**config.mk**
```make
export PLATFORM = sky130hd
export DESIGN_NAME = qbit_align
export DESIGN_NICKNAME = d
export VERILOG_FILES = /design/src/rtl/qbit_align_pkg.sv /design/src/rtl/qbit_align_phase.sv /design/src/rtl/qbit_align_cfg.sv /design/src/rtl/qbit_align_lane.sv /design/src/rtl/qbit_align.sv
export SDC_FILE = /design/constraint.sdc
export NUM_CORES = 1
export LEC_CHECK = 0
export BUFFER_PORTS_ARGS = -buffer_cell sky130_fd_sc_hd__buf_4
export CORE_MARGIN = 2
export CORE_UTILIZATION = 30
export DETAILED_ROUTE_END_ITERATION = 10
export SETUP_SLACK_MARGIN = 0.15
export SYNTH_ARGS = -nofsm -noshare
export SYNTH_HDL_FRONTEND = slang
export SYNTH_SLANG_ARGS = --single-unit
```
**constraint.sdc**
```tcl
create_clock -name clk4x -period 3.8 [get_ports clk4x]
set_input_delay 0.57 -clock clk4x [delete_from_list [all_inputs] [get_ports clk4x]]
set_output_delay 0.57 -clock clk4x [all_outputs]
set_load 0.01 [all_outputs]
```
**src/rtl/qbit_align_pkg.sv**
```systemverilog
package qbit_align_pkg;

    localparam int FIELD_W   = 5;
    // quarter index of the nominal capture point (3/4 of the bit)
    localparam int NOMINAL_Q = 2;
    localparam int MAX_WHOLE = ((1 << FIELD_W) - 1 + NOMINAL_Q) >> 2;
    localparam int HIST_D    = MAX_WHOLE + 1;
    localparam int WHOLE_W   = $clog2(HIST_D);

    typedef logic [FIELD_W-1:0] field_t;

    typedef struct packed {
        logic [WHOLE_W-1:0] whole;
        logic [1:0]         quarter;
    } tap_t;

    // Turn a field into a whole-bit tap and a capture quarter.
    function automatic tap_t decode_tap(field_t f, logic split);
        tap_t               t;
        logic [FIELD_W:0]   lin;
        lin = {1'b0, f} + (FIELD_W+1)'(NOMINAL_Q);
        if (split) begin
            t.whole   = WHOLE_W'(f[FIELD_W-1:2]);
            t.quarter = f[1:0] + 2'd2;
        end else begin
            t.whole   = WHOLE_W'(lin[FIELD_W:2]);
            t.quarter = lin[1:0];
        end
        return t;
    endfunction

endpackage

```
**src/rtl/qbit_align_phase.sv**
```systemverilog
module qbit_align_phase (
    input  logic       clk,
    input  logic       rst_n,
    input  logic       fp,
    output logic [1:0] phase,
    output logic       bit_end,
    output logic       bit_vld
);
    typedef struct packed {
        logic [1:0] ph;
        logic       vld;
    } ph_st_t;

    ph_st_t st_d, st_q;

    always_comb begin
        st_d     = st_q;
        st_d.ph  = fp ? 2'd0 : st_q.ph + 2'd1;
        st_d.vld = (st_d.ph == 2'd3);
    end

    always_ff @(posedge clk or negedge rst_n) begin
        if (!rst_n) begin
            st_q.ph  <= 2'd3;
            st_q.vld <= 1'b0;
        end else begin
            st_q <= st_d;
        end
    end

    assign phase   = st_d.ph;
    assign bit_end = (st_d.ph == 2'd3);
    assign bit_vld = st_q.vld;

endmodule

```
**src/rtl/qbit_align_cfg.sv**
```systemverilog
module qbit_align_cfg #(
    parameter int N_STREAMS = 16,
    parameter int REG_W     = 16,
    parameter int ADDR_W    = 4
) (
    input  logic                                        clk,
    input  logic                                        rst_n,
    input  logic                                        fp,
    input  logic                                        mode_in,
    input  logic                                        wr_en,
    input  logic [ADDR_W-1:0]                           wr_addr,
    input  logic [REG_W-1:0]                            wr_data,
    output qbit_align_pkg::field_t [N_STREAMS-1:0]      eff_field,
    output logic                                        eff_split
);
    import qbit_align_pkg::*;

    typedef struct packed {
        field_t [N_STREAMS-1:0] stage;
        field_t [N_STREAMS-1:0] act;
        logic                   act_split;
    } cfg_st_t;

    cfg_st_t st_d, st_q;

    // reserved data bits are accepted and dropped
    logic resv_unused;
    assign resv_unused = ^wr_data[REG_W-1:FIELD_W];

    always_comb begin
        st_d = st_q;
        if (fp) begin
            st_d.act       = st_q.stage;
            st_d.act_split = mode_in;
        end
        for (int i = 0; i < N_STREAMS; i++) begin
            if (wr_en && (wr_addr == ADDR_W'(i))) begin
                st_d.stage[i] = wr_data[FIELD_W-1:0];
            end
        end
    end

    always_ff @(posedge clk or negedge rst_n) begin
        if (!rst_n) begin
            st_q <= '0;
        end else begin
            st_q <= st_d;
        end
    end

    // the frame-pulse cycle already runs on the new settings
    assign eff_field = fp ? st_q.stage : st_q.act;
    assign eff_split = fp ? mode_in    : st_q.act_split;

endmodule

```
**src/rtl/qbit_align_lane.sv**
```systemverilog
module qbit_align_lane (
    input  logic                    clk,
    input  logic                    rst_n,
    input  logic                    din,
    input  logic [1:0]              phase,
    input  logic                    bit_end,
    input  qbit_align_pkg::field_t  field,
    input  logic                    split,
    output logic                    dout
);
    import qbit_align_pkg::*;

    typedef struct packed {
        logic              samp;
        logic [HIST_D-1:0] hist;
        logic              dout;
    } lane_st_t;

    lane_st_t st_d, st_q;
    tap_t     tap;
    logic     cur_smp;

    always_comb begin
        st_d    = st_q;
        tap     = decode_tap(field, split);
        cur_smp = (phase == tap.quarter) ? din : st_q.samp;
        st_d.samp = cur_smp;
        if (bit_end) begin
            st_d.hist = {st_q.hist[HIST_D-2:0], cur_smp};
            st_d.dout = st_d.hist[tap.whole];
        end
    end

    always_ff @(posedge clk or negedge rst_n) begin
        if (!rst_n) begin
            st_q <= '0;
        end else begin
            st_q <= st_d;
        end
    end

    assign dout = st_q.dout;

endmodule

```
**src/rtl/qbit_align.sv**
```systemverilog
module qbit_align #(
    parameter int N_STREAMS = 16,
    parameter int REG_W     = 16
) (
    input  logic                          clk4x,
    input  logic                          rst_n,
    input  logic                          frame_p,
    input  logic                          split_mode,
    input  logic                          cfg_we,
    input  logic [$clog2(N_STREAMS)-1:0]  cfg_addr,
    input  logic [REG_W-1:0]              cfg_wdata,
    input  logic [N_STREAMS-1:0]          ser_in,
    output logic [N_STREAMS-1:0]          bit_out,
    output logic                          bit_vld
);
    import qbit_align_pkg::*;

    localparam int ADDR_W = $clog2(N_STREAMS);

    logic [1:0]              phase_w;
    logic                    bit_end_w;
    field_t [N_STREAMS-1:0]  eff_field_w;
    logic                    eff_split_w;

    qbit_align_phase phase_i (
        .clk     (clk4x),
        .rst_n   (rst_n),
        .fp      (frame_p),
        .phase   (phase_w),
        .bit_end (bit_end_w),
        .bit_vld (bit_vld)
    );

    qbit_align_cfg #(
        .N_STREAMS (N_STREAMS),
        .REG_W     (REG_W),
        .ADDR_W    (ADDR_W)
    ) cfg_i (
        .clk       (clk4x),
        .rst_n     (rst_n),
        .fp        (frame_p),
        .mode_in   (split_mode),
        .wr_en     (cfg_we),
        .wr_addr   (cfg_addr),
        .wr_data   (cfg_wdata),
        .eff_field (eff_field_w),
        .eff_split (eff_split_w)
    );

    for (genvar gi = 0; gi < N_STREAMS; gi++) begin : g_lane
        qbit_align_lane lane_i (
            .clk     (clk4x),
            .rst_n   (rst_n),
            .din     (ser_in[gi]),
            .phase   (phase_w),
            .bit_end (bit_end_w),
            .field   (eff_field_w[gi]),
            .split   (eff_split_w),
            .dout    (bit_out[gi])
        );
    end

endmodule

```
==> reports/qor.yml <==
status:
  status: "finished, final reports clean"
worst_setup_path:
  cp_slowest_stage_delay_ns: 0.86
  cp-end-kind: "flip-flop"
  worst-path-buf-inv: 1
  cp-start-kind: "flip-flop"
  cp_top_family: "flip-flops"
  criticalPathCategory: "flip-flop to flip-flop"
  required_ns: 4.23
  worstPathMaxFanout: 20
  cp_cell_sequence: "buf_4 > xnor2_1 > xor2_1 > o31ai_1 > mux2i_1 > nor3_1 > o221a_2"
  critPathSlowestCell: "dfstp_2"
  arrival_ns: 3.29
routing:
  vias: 11400
  vias_per_cell: 4.82
  drtIter0Drc: 700
  detail-route-antenna-nets: 0
  firstDrtPassIters: 4
  totalWireLength_mm: 36.5
  routedWlPerCell_um: 15.4
  drc: 0
cells_and_area:
  diodes: 0
  drive_above_1_share_pct: 22.4
  finalNetCount: 1653
  final_cell_mix: "nand2_1, dfrtp_1, mux2_2, mux2i_1, buf_4"
  final_common_cell: "nand2_1"
  area_growth_pct: 14.9
cts:
  clock-sinks: 324
  clock_tree.root_cell: "clkbuf_16"
  htreeDepth: 2
  cts_tree: "built"
  numCtsBuffers: 39
  post-cts-setup-buffers: 0
  cts_resized: 0
  clk_latency_ns: 0.55
  cts.reportedPaths.clkPinSlew_ns: 0.06
  cts.path.max_buffers: 3
sta:
  min_period_over_period_pct: 75.2
  tns_ns: 0
  fmax_mhz: 350
  fin_ws_ns: 0.942
  rsz0062_at_grt: "no"
  timing.slew.headroom_pct: 43.0
  period_needed_ns: 2.86
  hold_viol_final: 0
  fin_worst_skew_ns: 0.0229
  drv_slew: 0
  worst_slew_pin_slew_ns: 0.855
  setup-violations-final: 0
floorplan:
  ios: 58
  die_y_um: 240
  die-area_um2: 57500
  num_rows: 86
  core_um2: 55000
  initial_core_util_pct: 30.3
  die_w_um: 240
power_and_ir_drop:
  power_leakage_nw: 8.53
  ir_drop_uv: 272
  power_density_nw_per_um2: 643
yosys:
  synthArstFlopShare_pct: 100
  synth_xor_area_share_pct: 3.75
  synth-simple-area-share_pct: 17.1
  synth_area_um2: 16700
  yosysTopAreaCellShare_pct: 48.3
  yosys-top-cells-area: "dfrtp_1, mux2_2, nand2_1"
  yosysUniqueCellTypes: 59
  yosysWarnings: 0
  synth.largest_area_cell: "dfrtp_1"
  synth_edf_count: 0
  synth_top_family_by_area: "multiplexers"
  synthCells: 1570
  synthFlopType: "dfrtp_1"
  avgSynthCellArea_um2: 10.6
  ys_ff_latch: 324
  synthAdderAreaFrac_pct: 1.20
  synth.area.mux_share_pct: 19.1
  syn_nets: 1627
  synth-compound-area-share_pct: 6.68
  yosysSeqAreaShare_pct: 48.7
global_route:
  grt_pass1_wl_mm: 61.0
  antenna_found_initial: 0
  grt_pass1_vias: 11600
  grt_max_degree: 104
  overflow: 0
  grt_use_total_pct: 13.0
worst_hold_path:
  hold_path_class: "input port to flip-flop"
flow_run:
  drv_cap: 0
place:
  dpl.hpwl_mm: 23.8
  place_ws_ns: 0.361
  place_congestion: 0.788
  numPortBuffers: 46
final cells by class:
cell class                      count  area (um^2)
Multi-Input combinational cell   1118         7980
Fill cell                        5443        35800
Sequential cell                   324         8110
Inverter                           30          115
Timing Repair Buffer               83          712
Clock buffer                       54         1110
Clock inverter                     14          194
Tap cell                          748          936
cell usage after synthesis, types with 9 or more instances:
library cell and number:
nand2_1 372, dfrtp_1 322, mux2_2 171, mux2i_1 83, xnor2_1 58, nor2b_1 50, o21ai_0 42, clkbuf_1 39
nand3b_1 39, nand3_1 36, nor2_1 33, inv_1 30, buf_2 29, mux4_2 19, buf_4 17, ha_1 16
a21oi_1 15, nor3b_1 14, a22oi_1 13, buf_1 12, nand2b_1 11, or3b_2 11, o31ai_1 10, a311oi_1 9
path summary, 6_finish.rpt:
check | startpoint | to | slack, ns | depth (start not counted)
max in group asynchronous | rst_n | cfg_i.st_q[102]$_DFFE_PN0P_ | 2.19 | 3
setup reg to reg | phase_i.st_q[1]$_DFF_PN1_ | g_lane[15].lane_i.dout$_DFFE_PN0P_ | 0.94 | 7
setup / recovery | phase_i.st_q[1]$_DFF_PN1_ | g_lane[15].lane_i.dout$_DFFE_PN0P_ | 0.94 | 7
hold reg to reg | g_lane[3].lane_i.st_q[8]$_DFFE_PN0P_ | g_lane[3].lane_i.st_q[8]$_DFFE_PN0P_ | 0.47 | 2
min in group asynchronous | rst_n | g_lane[13].lane_i.st_q[4]$_DFFE_PN0P_ | 0.56 | 2
hold / removal | ser_in[9] | g_lane[9].lane_i.st_q[10]$_DFF_PN0_ | 0.29 | 3
through the flow:
stage / area, um^2 / hold WS [ns] / power, mW / cells / utilization, %
floorplan: 16700 / 0.274 / 7.73 / 1570 / -
global placement: 17800 / 0.456 / 8.47 / 2302 / 32.4
detailed placement: 17800 / 0.458 / 8.61 / 2302 / 32.4
CTS: 19200 / 0.267 / 12.5 / 2371 / 34.8
global route: 19200 / 0.298 / 13.2 / 2371 / 34.8
finish: 19200 / 0.293 / 12.3 / 2371 / 34.8
state kept, by name, summed over array words and instances, names as in the netlist:
name                cells
phase_i.st_q            2
cfg_i.st_q            161
g_lane.lane_i.st_q    144
g_lane.lane_i.dout     16
phase_i.bit_vld         1
kinds of logic (layout without fill, tap and decap cells):
group	after synthesis	after routing
AOI/OAI and AO/OA	157	157
xor gates and xnor gates	65	65
adders and majority gates	16	16
buffers and inverters	128	181
DFF	324	324
muxes	273	273
and+or+nand+nor	607	607
what timing repair did:
item	CTS	global route
hold buffers	1	0
hold endpoints to repair	3	0
setup endpoints to repair	0	0
per-layer routing:
layer	vias up	global-route usage (%)	share of wire (%)
met3	48	2.26	4.0
met1	5733	18.3	49
met5	-	0	0
met4	0	3.31	1.8
met2	146	20.7	45
li1	5495	-	-
power by group:
part,switching [mW],internal [mW]
Combinational,1.52,1.67
Clock,1.47,2.32
Sequential,0.805,4.53
Total,3.80,8.52
worst reg2reg max path, delay by kind of cell (launching register included):
kind	cells	cell delay, ns
AOI/OAI and AO/OA	2	0.72
xor gates and xnor gates	2	0.41
buffers and inverters	1	0.31
DFF	1	0.86
muxes	1	0.33
and+or+nand+nor	1	0.09
Note: power is estimated with default switching activity, not from simulation.
